--- config.mk ---
export PLATFORM = sky130hd
export DESIGN_NAME = pll_lock_monitor
export DESIGN_NICKNAME = d
export VERILOG_FILES = /design/src/rtl/pll_lock_pkg.sv /design/src/rtl/pll_lock_sync.sv /design/src/rtl/pll_lock_err_meter.sv /design/src/rtl/pll_lock_decide.sv /design/src/rtl/pll_lock_monitor.sv
export SDC_FILE = /design/constraint.sdc
export NUM_CORES = 1
export LEC_CHECK = 0
export BUFFER_PORTS_ARGS = -buffer_cell sky130_fd_sc_hd__clkbuf_2
export CORE_MARGIN = 5
export CORE_UTILIZATION = 30
export CTS_CLUSTER_DIAMETER = 100
export DETAILED_ROUTE_END_ITERATION = 8
export GPL_ROUTABILITY_DRIVEN = 1
export SYNTH_ARGS = -nofsm -noshare
export SYNTH_HDL_FRONTEND = slang
export SYNTH_SLANG_ARGS = --single-unit
--- constraint.sdc ---
create_clock -name clk -period 2.4 [get_ports clk]
set_input_delay 0.48 -clock clk [delete_from_list [all_inputs] [get_ports clk]]
set_output_delay 0.48 -clock clk [all_outputs]
set_load 0.05 [all_outputs]
--- src/rtl/pll_lock_pkg.sv ---
package pll_lock_pkg;

    typedef struct packed {
        logic up;
        logic dn;
    } pfd_pair_t;

endpackage

--- src/rtl/pll_lock_sync.sv ---
module pll_lock_sync
    import pll_lock_pkg::*;
#(
    parameter int STAGES = 2
) (
    input  logic      clk,
    input  logic      rst,
    input  pfd_pair_t raw_i,
    output pfd_pair_t sync_o
);

    typedef struct packed {
        pfd_pair_t [STAGES-1:0] stg;
    } sync_state_t;

    sync_state_t state_d, state_q;

    always_comb begin
        state_d        = state_q;
        state_d.stg[0] = raw_i;
        for (int i = 1; i < STAGES; i++) begin
            state_d.stg[i] = state_q.stg[i-1];
        end
        if (rst) begin
            state_d = '0;
        end
    end

    always_ff @(posedge clk) begin
        state_q <= state_d;
    end

    assign sync_o = state_q.stg[STAGES-1];

endmodule

--- src/rtl/pll_lock_err_meter.sv ---
module pll_lock_err_meter
    import pll_lock_pkg::*;
#(
    parameter int CNT_W = 8
) (
    input  logic             clk,
    input  logic             rst,
    input  logic             pd,
    input  pfd_pair_t        smp_i,
    output logic             eval_o,
    output logic [CNT_W-1:0] err_o,
    output logic             tick_o
);

    localparam logic [CNT_W-1:0] CNT_MAX = {CNT_W{1'b1}};

    typedef struct packed {
        logic             act;
        logic [CNT_W-1:0] cnt;
    } meter_state_t;

    meter_state_t state_d, state_q;
    logic         act_now;
    logic         err_tick;

    always_comb begin
        act_now  = smp_i.up | smp_i.dn;
        err_tick = smp_i.up ^ smp_i.dn;
        eval_o   = state_q.act & ~act_now;

        state_d     = state_q;
        state_d.act = act_now;
        if (eval_o) begin
            state_d.cnt = '0;
        end else if (err_tick && (state_q.cnt != CNT_MAX)) begin
            state_d.cnt = state_q.cnt + 1'b1;
        end
        if (rst || pd) begin
            state_d = '0;
        end
    end

    always_ff @(posedge clk) begin
        state_q <= state_d;
    end

    assign err_o  = state_q.cnt;
    assign tick_o = err_tick;

endmodule

--- src/rtl/pll_lock_decide.sv ---
module pll_lock_decide #(
    parameter int CNT_W           = 8,
    parameter int SET_LOOSE_TICKS = 10,
    parameter int SET_TIGHT_TICKS = 3,
    parameter int CLEAR_TICKS     = 25,
    parameter int GOOD_CYCLES     = 5
) (
    input  logic             clk,
    input  logic             rst,
    input  logic             pd,
    input  logic             fine_i,
    input  logic             eval_i,
    input  logic [CNT_W-1:0] err_i,
    input  logic             tick_i,
    output logic             good_o,
    output logic             lock_o,
    output logic             pulse_o
);

    localparam int               RUN_W     = $clog2(GOOD_CYCLES + 1);
    localparam logic [CNT_W-1:0] THR_LOOSE = CNT_W'(SET_LOOSE_TICKS);
    localparam logic [CNT_W-1:0] THR_TIGHT = CNT_W'(SET_TIGHT_TICKS);
    localparam logic [CNT_W-1:0] THR_CLEAR = CNT_W'(CLEAR_TICKS);
    localparam logic [RUN_W-1:0] RUN_FULL  = RUN_W'(GOOD_CYCLES);

    typedef struct packed {
        logic [RUN_W-1:0] run;
        logic             lock;
        logic             pulse;
    } decide_state_t;

    decide_state_t    state_d, state_q;
    logic [CNT_W-1:0] set_thr;
    logic             bad;
    logic [RUN_W-1:0] run_inc;

    always_comb begin
        set_thr = fine_i ? THR_TIGHT : THR_LOOSE;
        good_o  = err_i < set_thr;
        bad     = err_i > THR_CLEAR;
        run_inc = (state_q.run == RUN_FULL) ? state_q.run : state_q.run + 1'b1;

        state_d = state_q;
        if (eval_i) begin
            if (good_o) begin
                state_d.run = run_inc;
                if (run_inc == RUN_FULL) begin
                    state_d.lock = 1'b1;
                end
            end else begin
                state_d.run = '0;
                if (bad) begin
                    state_d.lock = 1'b0;
                end
            end
        end
        state_d.pulse = state_d.lock & ~tick_i;
        if (rst || pd) begin
            state_d = '0;
        end
    end

    always_ff @(posedge clk) begin
        state_q <= state_d;
    end

    assign lock_o  = state_q.lock;
    assign pulse_o = state_q.pulse;

endmodule

--- src/rtl/pll_lock_monitor.sv ---
module pll_lock_monitor
    import pll_lock_pkg::*;
#(
    parameter int CNT_W           = 8,
    parameter int SET_LOOSE_TICKS = 10,
    parameter int SET_TIGHT_TICKS = 3,
    parameter int CLEAR_TICKS     = 25,
    parameter int GOOD_CYCLES     = 5,
    parameter int SYNC_STAGES     = 2
) (
    input  logic clk,
    input  logic rst,
    input  logic pd,
    input  logic up_i,
    input  logic dn_i,
    input  logic fine_i,
    output logic lock_o,
    output logic lock_pulse_o
);

    pfd_pair_t        raw_pair;
    pfd_pair_t        smp_pair;
    logic             cyc_eval;
    logic [CNT_W-1:0] cyc_err;
    logic             err_tick;
    logic             cyc_good;

    assign raw_pair.up = up_i;
    assign raw_pair.dn = dn_i;

    pll_lock_sync #(
        .STAGES (SYNC_STAGES)
    ) u_sync (
        .clk    (clk),
        .rst    (rst),
        .raw_i  (raw_pair),
        .sync_o (smp_pair)
    );

    pll_lock_err_meter #(
        .CNT_W (CNT_W)
    ) u_meter (
        .clk    (clk),
        .rst    (rst),
        .pd     (pd),
        .smp_i  (smp_pair),
        .eval_o (cyc_eval),
        .err_o  (cyc_err),
        .tick_o (err_tick)
    );

    pll_lock_decide #(
        .CNT_W           (CNT_W),
        .SET_LOOSE_TICKS (SET_LOOSE_TICKS),
        .SET_TIGHT_TICKS (SET_TIGHT_TICKS),
        .CLEAR_TICKS     (CLEAR_TICKS),
        .GOOD_CYCLES     (GOOD_CYCLES)
    ) u_decide (
        .clk     (clk),
        .rst     (rst),
        .pd      (pd),
        .fine_i  (fine_i),
        .eval_i  (cyc_eval),
        .err_i   (cyc_err),
        .tick_i  (err_tick),
        .good_o  (cyc_good),
        .lock_o  (lock_o),
        .pulse_o (lock_pulse_o)
    );

endmodule

Word level (Yosys, flattened, before mapping)
Cells that the tools add are included.
Storage, ports and cells
  bits in registers: 18
  input bits: 6
  output and inout port bits: 2
  word-level logic and storage cells: 31
Operators by class
  add/subtract/negate cells: 2
  $lt $le $gt $ge: 2
  eq/ne operators: 3
  multiplexer cells: 6
  bitwise operators: 6
  reduce and logical (&&, ||, !) cells: 3
Operator list (count)
  $add A8 B1 Y8 const B: 1
  $gt A8 B5 Y1 const B: 1
  $lt A8 B8 Y1: 1
  $mux W4: 2
  $ne A8 B8 Y1 const B: 1
  $eq A3 B3 Y1 const B: 2
  $add A3 B1 Y3 const B: 1
  $mux W1: 3
  $mux W3: 1
  $and A1 B1 Y1: 2
  $not A1 Y1: 2
  $reduce_or A2 Y1: 1
  $logic_and A1 B1 Y1: 1
  $logic_or A1 B1 Y1: 1
  $or A1 B1 Y1: 1
  $xor A1 B1 Y1: 1

Logic depth before layout (Yosys ltp)
Gate-level depths: netlist of run 1.
  depth after elaboration: 7
  gate-level depth with buffers: 6
  depth with buffers taken out: 6

Cells and area by module
A second synthesis of run 1 with hierarchy kept.
Second synthesis, totals
  cells, all modules: 108
  area total of the unflattened synthesis: 1019.7 um^2
Modules (own cells, without submodules)
  pll_lock_err_meter: instances 1, cells each 58, area an instance 550.5 um^2, seq. area each 180.2 um^2
  pll_lock_decide: instances 1, cells each 40, area an instance 349.1 um^2, seq. area each 100.1 um^2
  pll_lock_sync: instances 1, cells each 10, area an instance 120.1 um^2, seq. area each 80.1 um^2

Worst setup path before layout of run 1
No wires, ideal clock.
  path type: input to register
  from: input port fine_i
  to: register u_decide.state_q[4] in the netlist's numbering
  library setup time: 124 ps
  arrival: 1274 ps
  data required time: 2276 ps
  setup slack: 1002 ps
  stages on the path: 5
  buffers on the path: 0
  cells stage by stage: ha_1 > o21ai_0 > o211ai_2 > nor2b_1 > nor4_2
Between the ends
  longest elaborated chain between the ends: 3
RTL lines
  from (decl): RTL line pll_lock_monitor.sv:16  | input logic fine_i,
  $mux W4: RTL line pll_lock_decide.sv:38  | set_thr = fine_i ? THR_TIGHT : THR_LOOSE;
  $lt A8 B8 Y1: RTL line pll_lock_decide.sv:39  | good_o = err_i < set_thr;
  $mux W4: RTL line pll_lock_decide.sv:45  | if (good_o) begin
  to (signal assigned): RTL line pll_lock_decide.sv:64  | state_q <= state_d;
  to (decl): RTL line pll_lock_decide.sv:32  | decide_state_t state_d, state_q;
No other way between the ends.
A chain may end at the register's enable or synchronous reset.

Worst setup path in the final report of run 1
  from: register u_sync.state_q (netlist bit u_sync.sync_o[0])
  to: register u_meter.state_q (netlist bit u_meter.err_o[5])
Between the ends
  longest elaborated chain between the ends: 4
  elaborated cells on any way between the ends: 6
  classes of those cells: bitwise: 4; reduce/logical: 2
RTL lines
  from (decl): RTL line pll_lock_sync.sv:16  | sync_state_t state_d, state_q;
  from (signal assigned): RTL line pll_lock_sync.sv:30  | state_q <= state_d;
  $or A1 B1 Y1: RTL line pll_lock_err_meter.sv:27  | act_now = smp_i.up | smp_i.dn;
  $not A1 Y1: RTL line pll_lock_err_meter.sv:29  | eval_o = state_q.act & ~act_now;
  $and A1 B1 Y1: RTL line pll_lock_err_meter.sv:29
  $reduce_or A2 Y1 (no line)
  to (signal assigned): RTL line pll_lock_err_meter.sv:44  | state_q <= state_d;
  to (decl): RTL line pll_lock_err_meter.sv:22  | meter_state_t state_d, state_q;
Parallel ways exist; a longest one is shown, timed or not.

==> key figures, run 1 <==
Worst hold path
  • Type of the most critical hold path: primary input to flop

Timing
  • Slew margin rel.: 0.798
  • Worst Max-Slew Pin Slew: 0.302 ns
  • Pins Over Slew Limit: 0
  • Clock skew: 0.00649 ns
  • Setup TNS: 0 ns
  • Final hold violation count: 0
  • Final period util: 0.651
  • Setup violators final: 0
  • Final worst slack: 0.838 ns
  • Peak Freq: 0.640 GHz
  • RSZ-0062 raised after global routing: false
  • Final min period: 1.56 ns

Synthesis
  • Synth warn: 0
  • Post-synthesis mux area share: 0.0223
  • Mapped Nets: 110
  • Top cells by area, synth: dfxtp_1, ha_1, nor2_1, nor2b_1, nor3_1
  • Ys async rst share: 0
  • Post-synth top area cell: dfxtp_1
  • Synthesized area: 897 um2
  • Synth top area share: 0.402
  • Synth Area in Compound Gates: 0.123
  • Synth Instances: 97
  • Main combinational cell family by area after synthesis: simple AND/OR/NAND/NOR gates
  • Post-Synth Adder-Cell Area: 0.0976
  • Commonest cells post-synth: dfxtp_1, nor2_1, ha_1, nand2_1
  • Distinct cell type count after synthesis: 31
  • Post-synth EDFFs: 0
  • Mean area per synthesized cell: 9.25 um2
  • Seq/Total Area, Yosys: 0.402
  • Leading cell type by number of instances after synthesis: dfxtp_1
  • Xor/xnor cell area share of the yosys netlist: 0.0391
  • Post-Synth Simple-Gate Area: 0.291
  • #FFs+latches synth: 18
  • Most frequently used flop master after synthesis: dfxtp_1

GRT
  • GR Overflow Total: 0
  • Largest net degree at the start of global routing: 11
  • First-pass GRT wire length: 2.93 mm
  • Antenna violations before repair: 0
  • Total Routing Usage GR: 0.0890
  • Vias in the first global route: 647

Clock network
  • Num CTS Buffers: 3
  • CTS max path bufs: 2
  • Hold buffer count at cts: 0
  • Post-CTS sizing: 0
  • Clk_lat worst skew: 0.29 ns
  • CTS sink cnt: 18
  • Clock root cell: clkbuf_4
  • Post-CTS Setup Bufs: 0
  • H-tree depth: 1
  • CTS clock-pin slew for the worst setup and hold paths: 0.10 ns
  • CTS tree: done

Die
  • Width of the die: 64.7 um
  • Core area: 0.00281 mm2
  • I/O pin count: 8
  • # rows: 19
  • Initial Util: 0.320
  • Die ar.: 0.00418 mm2
  • Die Y: 64.7 um

Drt
  • DR pass1 iterations: 4
  • ANT nets after route: 0
  • DRT Wirelength: 1.64 mm
  • Drt first-iter violations: 14
  • Routed WL per cell: 11.8 um
  • DRC viols: 0
  • Via density per instance: 5.14
  • Vias: 714

Placement
  • Pre-CTS WS: 0.809 ns
  • Routability Congestion: 0.755
  • DP HPWL: 1.26 mm
  • Cells after DPL: 135
  • Placed cell area: 971 um2
  • IO Port Bufs: 7

Critical path
  • Crit. End Element: flop
  • CP Launch Type: flop
  • CP max FO: 6
  • Worst EP arrival: 1.74 ns
  • Critical path class: flop to flop
  • CP required: 2.58 ns

Power
  • Power Total: 0.520 mW
  • Worst VDD drop: 0.360 mV
  • PwrDens: 516 mW/mm2
  • Leakage power: 0.372 nW

Finish
  • Share of cells above drive strength 1: 0.176
  • Finished Cell Area: 0.00101 mm2
  • Area Overhead vs Synth: 12.3%
  • Final #Nets: 122
  • Final cell count without fillers: 139
  • # diodes: 0

Outcome
  • Status: completed

Flow run
  • Max Cap Viol: 0
[flip-flops by register name (all words and copies together) (netlist names)]
register / flops
u_sync.sync_o: 2
u_meter.err_o: 8
u_decide.state_q: 3
u_decide.lock_o: 1
u_sync.state_q: 2
u_meter.state_q: 1
u_decide.pulse_o: 1
[logic make-up after synthesis]
kind of cell    count (synthesis)
compound gates                 13
buf+inv                         6
flops                          18
mux                             2
xor+xnor                        4
fa+ha+maj                       7
simple gates                   47
[cells in the final DEF (no fill, tap or decap), types with 2 or more instances in the layout]
cell type,n
nand2_1,7
clkbuf_4,3
ha_1,7
xnor2_1,3
nand3_1,3
dfxtp_1,18
inv_1,6
nor2_1,13
a21oi_1,2
mux2i_1,2
a31oi_1,2
nor3_1,6
clkbuf_2,7
nand4_1,2
nor3b_1,3
nor2b_1,6
[layer usage]
metal	wire (um)	vias up	share of wire	GRT usage
met5	0	-	0	0
met4	17	0	0.010	0.0475
met3	53	2	0.032	0.0207
met2	795	16	0.48	0.143
met1	778	332	0.47	0.111
li1	-	364	-	-
[critical path, stage by stage (launching register included)]
cell      delay [ns]
dfxtp_1         0.32
inv_1           0.04
ha_1            0.40
nand4_1         0.23
a211oi_2        0.27
xnor2_1         0.15
nor2_1          0.06
[metrics by stage]
stage | hold slack (ns) | utilization
2_1_floorplan | 0.414 | -
3_3_place_gp | 0.418 | 0.346
3_5_place_dp | 0.428 | 0.346
4_1_cts | 0.395 | 0.359
5_1_grt | 0.405 | 0.359
6_report | 0.401 | 0.359
[final timing paths]
kind	slack [ns]	end	cells past startpoint	from
setup reg to reg	0.84	u_meter.err_o[5]$_SDFFE_PP0P_	6	u_sync.sync_o[0]$_SDFF_PP0_
hold / removal	0.40	u_sync.state_q[0]$_SDFF_PP0_	2	dn_i
hold reg to reg	0.45	u_sync.sync_o[1]$_SDFF_PP0_	1	u_sync.state_q[1]$_SDFF_PP0_
setup / recovery	0.84	u_meter.err_o[5]$_SDFFE_PP0P_	6	u_sync.sync_o[0]$_SDFF_PP0_
[where the power goes]
group	switching, mW	internal [mW]	leakage (nW)
Combinational	0.0177	0.0134	0.205
Clock	0.0907	0.0924	0.0210
Sequential	0.00267	0.303	0.146
Total	0.111	0.409	0.372
[cell type report]
class                      instances  area (um2)
multi-input combinational         73         514
fill                             291        1800
timing repair buffer               7        35.0
sequential                        18         360
clock buffer                       4        36.3
inverter                           6        22.5
tap                               31        38.8
(Power assumes the default switching activity.)
==> run 2, diff against run 1 <==
clock period = 1.3 ns   (was 2.4 ns; I/O delays follow)
==> run 2 against run 1 <==
Net effect: the flow now finishes with violations (setup timing); via count is 7.1% higher; clock-buffer cell count fell by 1; flip-flop and latch count stayed put; setup slack worse by 0.90 ns; largest power group unchanged; global-route usage is 1.0 points higher; cell count rose by 11%; sequential share of layout area shrank 5.6 points; clock skew decreased by 0.0044 ns; first-iteration DRC count decreased by 21%; sequential power up 85%.
==> key figures, run 2 (synthesis gave the netlist of run 1 again) <==
Critical path
  • Flop-to-flop setup slack: -0.06 ns (was 0.84 ns)
  • Critical path class: flop to flop (unchanged)
  • CP required: 1.51 ns (was 2.58 ns)
  • Crit. End Element: flop (unchanged)
  • RR Startpoint: u_sync.sync_o[1]$_SDFF_PP0_ (was u_sync.sync_o[0]$_SDFF_PP0_)
  • CP Launch Type: flop (unchanged)
  • R2R Path End: u_meter.err_o[7]$_SDFFE_PP0P_ (was u_meter.err_o[5]$_SDFFE_PP0P_)
  • CP max FO: 4 (was 6)
  • Worst-case reg-to-reg path depth: 7 (was 6)
  • Worst EP arrival: 1.58 ns (was 1.74 ns)

Finish
  • Final cell count without fillers: 154 (was 139)
  • Most frequent cells in the layout: buf_4, nor2_1, dfxtp_1 (was dfxtp_1, nor2_1, nand2_1, ha_1, clkbuf_2)
  • Max reg flops: 8 (unchanged)
  • Final #Nets: 138 (was 122)
  • # diodes: 0 (unchanged)
  • Share of cells above drive strength 1: 0.472 (was 0.176)
  • Commonest non-fill, non-tap cell in the layout: buf_4 (was dfxtp_1)
  • Area Overhead vs Synth: 38.1% (was 12.3%)
  • Finished Cell Area: 0.00124 mm2 (was 0.00101 mm2)

Clock network
  • H-tree depth: 1 (unchanged)
  • Clock root cell: clkbuf_4 (unchanged)
  • CTS max path bufs: 2 (unchanged)
  • Clk_lat worst skew: 0.28 ns (was 0.29 ns)
  • Hold buffer count at cts: 0 (unchanged)
  • Num CTS Buffers: 3 (unchanged)
  • CTS tree: done (unchanged)
  • CTS clock-pin slew for the worst setup and hold paths: 0.09 ns (was 0.10 ns)
  • CTS sink cnt: 18 (unchanged)

Timing
  • RSZ-0062 raised after global routing: true (was false)
  • Clock skew: 0.00204 ns (was 0.00649 ns)
  • Pins Over Slew Limit: 0 (unchanged)
  • Final period util: 1.05 (was 0.651)
  • Worst Max-Slew Pin Slew: 0.278 ns (was 0.302 ns)
  • Setup violators final: 3 (was 0)
  • Setup TNS: -0.105 ns (was 0 ns)
  • Peak Freq: 0.733 GHz (was 0.640 GHz)
  • Slew margin rel.: 0.815 (was 0.798)
  • Final min period: 1.36 ns (was 1.56 ns)
  • Final worst slack: -0.0643 ns (was 0.838 ns)
  • Final hold violation count: 0 (unchanged)

Power
  • Clock share of power: 0.285 (was 0.352)
  • Reg power frac: 0.619 (was 0.588)
  • Power Internal: 0.713 mW (was 0.409 mW)
  • Worst VDD drop: 0.443 mV (was 0.360 mV)
  • Sw Ratio: 0.219 (was 0.214)
  • Leakage power: 0.456 nW (was 0.372 nW)
  • Switching power total: 0.200 mW (was 0.111 mW)
  • Comb power frac: 0.095 (was 0.060)
  • PwrDens: 736 mW/mm2 (was 516 mW/mm2)

Drt
  • DRT Wirelength: 1.81 mm (was 1.64 mm)
  • Routed WL per cell: 11.8 um (about the same)
  • DR pass1 iterations: 4 (unchanged)
  • Drt first-iter violations: 11 (was 14)
  • Via density per instance: 4.97 (was 5.14)
  • DRC viols: 0 (unchanged)
  • ANT nets after route: 0 (unchanged)
  • Vias: 765 (was 714)

GRT
  • Antenna violations before repair: 0 (unchanged)
  • First-pass GRT wire length: 3.35 mm (was 2.93 mm)
  • Busiest grt layer: met2 (unchanged)
  • Total Routing Usage GR: 0.0995 (was 0.0890)
  • Largest net degree at the start of global routing: 10 (was 11)
  • M3 GR Usage: 0.0207 (unchanged)
  • GR Overflow Total: 0 (unchanged)
  • Vias in the first global route: 816 (was 647)
  • Met1 Usage GRT: 0.117 (was 0.111)
  • Global routing usage on met2: 0.177 (was 0.143)

Die
  • Width of the die: 64.7 um (unchanged)
  • I/O pin count: 8 (unchanged)
  • Die ar.: 0.00418 mm2 (unchanged)
  • Initial Util: 0.320 (unchanged)
  • # rows: 19 (unchanged)
  • Core area: 0.00281 mm2 (unchanged)
  • Die Y: 64.7 um (unchanged)

Worst hold path
  • Hold Path Stages: 2 (unchanged)
  • Hold path start: dn_i (unchanged)
  • Hold endpoint: u_sync.state_q[0]$_SDFF_PP0_ (unchanged)
  • Type of the most critical hold path: primary input to flop (unchanged)

Outcome
  • Status: finished, violations left (was completed)
  • Failing checks: setup timing

Placement
  • Cells after DPL: 150 (was 135)
  • Placed cell area: 0.00111 mm2 (was 971 um2)
  • Routability Congestion: 0.782 (was 0.755)
  • Pre-CTS WS: -0.0645 ns (was 0.809 ns)
  • DP HPWL: 1.38 mm (was 1.26 mm)
  • IO Port Bufs: 7 (unchanged)

Flow run
  • Max Cap Viol: 0 (unchanged)
## run 2: how the worst max path moves through the flow
stage	slack (ns)	depth (start not counted)	end	from
2_1_floorplan	0.007	5	u_decide.state_q[4]$_SDFFE_PP0P_	u_meter.err_o[3]$_SDFFE_PP0P_
3_3_place_gp	-0.05	6	u_meter.err_o[5]$_SDFFE_PP0P_	u_sync.sync_o[1]$_SDFF_PP0_
3_5_place_dp	-0.06	6	u_decide.state_q[2]$_SDFFE_PP0P_	fine_i
4_1_cts	-0.004	6	u_meter.err_o[7]$_SDFFE_PP0P_	u_sync.sync_o[1]$_SDFF_PP0_
5_1_grt	-0.17	7	u_meter.err_o[7]$_SDFFE_PP0P_	u_sync.sync_o[1]$_SDFF_PP0_
6_report	-0.06	7	u_meter.err_o[7]$_SDFFE_PP0P_	u_sync.sync_o[1]$_SDFF_PP0_
## run 2: power by group through the flow
stage	clock network (mW)	registers [mW]	logic (mW)
after floorplan	0	0.576	0.0440
after global placement	0	0.577	0.0733
after detailed placement	0	0.577	0.0744
after CTS	0.278	0.566	0.0775
after global routing	0.317	0.567	0.0971
final	0.260	0.565	0.0868
## run 2: worst max-delay path: stages (launching register included)
cell,delay (ns)
dfxtp_2,0.33
inv_2,0.04
ha_4,0.27
nand4_1,0.17
buf_4,0.22
nor2_4,0.10
nor2_2,0.04
nor3_2,0.13
## run 2: per-stage QoR
stage               total power [mW]  hold WS [ns]   util
global placement               0.650         0.416  0.395
detailed placement             0.652         0.436  0.395
floorplan                      0.620         0.332      -
global route                   0.982         0.190  0.442
finish                         0.912         0.194  0.442
CTS                            0.922         0.188  0.419
## run 2: layout make-up
cell class	count	area, um2
clock buffers	3	22.5
fillers	274	1570
inverters	6	22.5
multi-input cells	73	609
flip-flops and latches	18	374
well taps	31	38.8
repair buffers	23	171
## run 2: what timing repair did
item / in CTS / in global routing
resized for setup: 17 / 14
setup buffers: 0 / 1
setup endpoints to repair: 10 / 10
endpoints found under the hold margin: 0 / 0
pin swaps: 4 / 5
gates cloned: 0 / 0
## run 2: per-layer routing
metal | up-vias | wire, um | part of all wire
met5 | - | 0 | 0
met4 | 0 | 18 | 0.0099
met3 | 2 | 26 | 0.014
met2 | 4 | 960 | 0.53
met1 | 360 | 809 | 0.45
li1 | 399 | - | -
==> run 3, diff against run 2 <==
SETUP_SLACK_MARGIN = 0.3   (was not set)
SKIP_CTS_REPAIR_TIMING = 1   (was not set)
==> run 3 against run 2 <==
Net effect: die area is the same; largest power group unchanged; worst hold slack lost 0.024 ns; sequential share of layout area grew 0.38 points; the flow still finishes with violations (setup timing).
==> key figures, run 3 (synthesis gave the netlist of run 1 again) <==
Die
  • Die ar.: 0.00418 mm2 (unchanged)
  • Width of the die: 64.7 um (unchanged)
  • Initial Util: 0.320 (unchanged)
  • Core area: 0.00281 mm2 (unchanged)
  • # rows: 19 (unchanged)
  • Die Y: 64.7 um (unchanged)
  • I/O pin count: 8 (unchanged)

Finish
  • Area Overhead vs Synth: 38.6% (was 38.1%)
  • Max reg flops: 8 (unchanged)
  • Share of cells above drive strength 1: 0.487 (was 0.472)
  • Commonest non-fill, non-tap cell in the layout: nor2_1 (was buf_4)
  • Fillers: 274 (unchanged)
  • Most frequent cells in the layout: nor2_1, dfxtp_1, buf_4, dfxtp_2 (was buf_4, nor2_1, dfxtp_1)
  • # diodes: 0 (unchanged)
  • Final #Nets: 131 (was 138)

Critical path
  • Critical path class: flop to flop (unchanged)
  • WP buf/inv: 1 (was 2)
  • Worst path slowest cell: dfxtp_2 (unchanged)
  • Slowest stage delay, CP: 0.33 ns (about the same)
  • CP Launch Type: flop (unchanged)
  • Worst EP arrival: 1.52 ns (was 1.58 ns)
  • Worst-case reg-to-reg path depth: 6 (was 7)
  • RR Startpoint: u_sync.sync_o[1]$_SDFF_PP0_ (unchanged)
  • CP max FO: 5 (was 4)
  • Worst path cell trace: inv_2, ha_4, nand4_1, a211oi_2, xnor2_1, nor2_1 (was inv_2, ha_4, nand4_1, buf_4, nor2_4, nor2_2, nor3_2)
  • Crit. End Element: flop (unchanged)
  • Flop-to-flop setup slack: -0.02 ns (was -0.06 ns)
  • CP delay by family, top: flip-flops (was simple AND/OR/NAND/NOR gates)
  • R2R Path End: u_meter.err_o[5]$_SDFFE_PP0P_ (was u_meter.err_o[7]$_SDFFE_PP0P_)
  • CP required: 1.50 ns (was 1.51 ns)

Power
  • PwrDens: 798 mW/mm2 (was 736 mW/mm2)
  • Worst VDD drop: 0.589 mV (was 0.443 mV)
  • Leakage power: 0.443 nW (was 0.456 nW)

Clock network
  • H-tree depth: 1 (unchanged)
  • Clock root cell: clkbuf_4 (unchanged)
  • Clk_lat worst skew: 0.29 ns (was 0.28 ns)
  • Num CTS Buffers: 3 (unchanged)
  • CTS max path bufs: 2 (unchanged)
  • CTS tree: done (unchanged)
  • CTS clock-pin slew for the worst setup and hold paths: 0.10 ns (was 0.09 ns)
  • CTS sink cnt: 18 (unchanged)

GRT
  • Busiest grt layer: met2 (unchanged)
  • GR Overflow Total: 0 (unchanged)
  • Vias in the first global route: 715 (was 816)
  • Total Routing Usage GR: 0.0906 (was 0.0995)
  • M3 GR Usage: 0.0484 (was 0.0207)
  • First-pass GRT wire length: 2.99 mm (was 3.35 mm)
  • Met1 Usage GRT: 0.107 (was 0.117)
  • Antenna violations before repair: 0 (unchanged)
  • Global routing usage on met2: 0.142 (was 0.177)
  • Largest net degree at the start of global routing: 11 (was 10)

Drt
  • DR pass1 iterations: 4 (unchanged)
  • DRC viols: 0 (unchanged)
  • ANT nets after route: 0 (unchanged)
  • Routed WL per cell: 13.0 um (was 11.8 um)
  • Drt first-iter violations: 51 (was 11)
  • Via density per instance: 5.08 (was 4.97)
  • Vias: 752 (was 765)
  • DRT Wirelength: 1.92 mm (was 1.81 mm)

Timing
  • Final worst slack: -0.0205 ns (was -0.0643 ns)
  • Pins Over Slew Limit: 0 (unchanged)
  • Worst Max-Slew Pin Slew: 0.271 ns (was 0.278 ns)
  • Final min period: 1.32 ns (was 1.36 ns)
  • Final hold violation count: 0 (unchanged)
  • Hold WS: 0.171 ns (was 0.194 ns)
  • Slew margin rel.: 0.819 (was 0.815)
  • Setup violators final: 4 (was 3)
  • Peak Freq: 0.757 GHz (was 0.733 GHz)
  • RSZ-0062 raised after global routing: true (unchanged)
  • Final period util: 1.02 (was 1.05)
  • Clock skew: 0.00593 ns (was 0.00204 ns)

Placement
  • Pre-CTS WS: -0.0906 ns (was -0.0645 ns)
  • DP HPWL: 1.34 mm (was 1.38 mm)
  • IO Port Bufs: 7 (unchanged)
  • Routability Congestion: 0.795 (was 0.782)

Worst hold path
  • Type of the most critical hold path: primary input to flop (unchanged)
  • Hold path start: dn_i (unchanged)
  • Hold endpoint: u_sync.state_q[0]$_SDFF_PP0_ (unchanged)
  • Hold Path Stages: 2 (unchanged)

Outcome
  • Failing checks: setup timing (unchanged)
  • Status: finished, violations left (unchanged)

Flow run
  • Max Cap Viol: 0 (unchanged)
==> run 3: cell count changes in the layout (fill, tap and decap cells not counted), sizes merged <==
| cell | change |
|---|---|
| buf | -5 |
| clkbuf | -1 |
==> run 3: worst max-delay path by stage <==
stage	end	slack, ns	cells past startpoint	startpoint
4_1_cts	u_decide.pulse_o$_SDFF_PP0_	-0.11	4	u_meter.err_o[7]$_SDFFE_PP0P_
6_report	u_meter.err_o[5]$_SDFFE_PP0P_	-0.02	6	u_sync.sync_o[1]$_SDFF_PP0_
3_3_place_gp	u_decide.pulse_o$_SDFF_PP0_	-0.07	4	u_meter.err_o[7]$_SDFFE_PP0P_
2_1_floorplan	u_meter.err_o[5]$_SDFFE_PP0P_	0.07	6	u_sync.sync_o[1]$_SDFF_PP0_
3_5_place_dp	u_decide.pulse_o$_SDFF_PP0_	-0.09	4	u_meter.err_o[7]$_SDFFE_PP0P_
5_1_grt	u_meter.err_o[5]$_SDFFE_PP0P_	-0.11	6	u_sync.sync_o[1]$_SDFF_PP0_
==> run 3: stage by stage <==
stage / util / setup TNS [ns] / power [mW] / instance area (um2) / std cells
after CTS: 0.396 / -0.204 / 0.993 / 1110 / 142
after global placement: 0.383 / -0.0864 / 0.645 / 1070 / 138
after detailed placement: 0.383 / -0.133 / 0.647 / 1070 / 138
after floorplan: - / 0 / 0.621 / 977 / 97
final: 0.443 / -0.0415 / 0.992 / 1240 / 148
after global routing: 0.443 / -0.720 / 1.03 / 1240 / 148
==> run 3: layout make-up <==
| cell class | instances | area, um2 | share of cell area |
|---|---|---|---|
| multi-input cells | 73 | 636 | 0.511 |
| flip-flops and latches | 18 | 380 | 0.306 |
| repair buffers | 16 | 130 | 0.105 |
| well taps | 31 | 38.8 | 0.0312 |
| clock buffers | 4 | 36.3 | 0.0292 |
| inverters | 6 | 22.5 | 0.0181 |
==> run 3: report_power, final <==
| part | internal [mW] | total, mW | switching (mW) |
|---|---|---|---|
| sequential | 0.555 | 0.561 | 0.00608 |
| clock | 0.171 | 0.345 | 0.174 |
| combinational | 0.0431 | 0.0867 | 0.0436 |
| total | 0.769 | 0.992 | 0.224 |
==> run 3: routing by layer <==
layer  vias up  part of all wire
li1        382                 -
met1       358              0.47
met2        10              0.49
met3         2             0.036
met4         0            0.0063
met5         -                 0
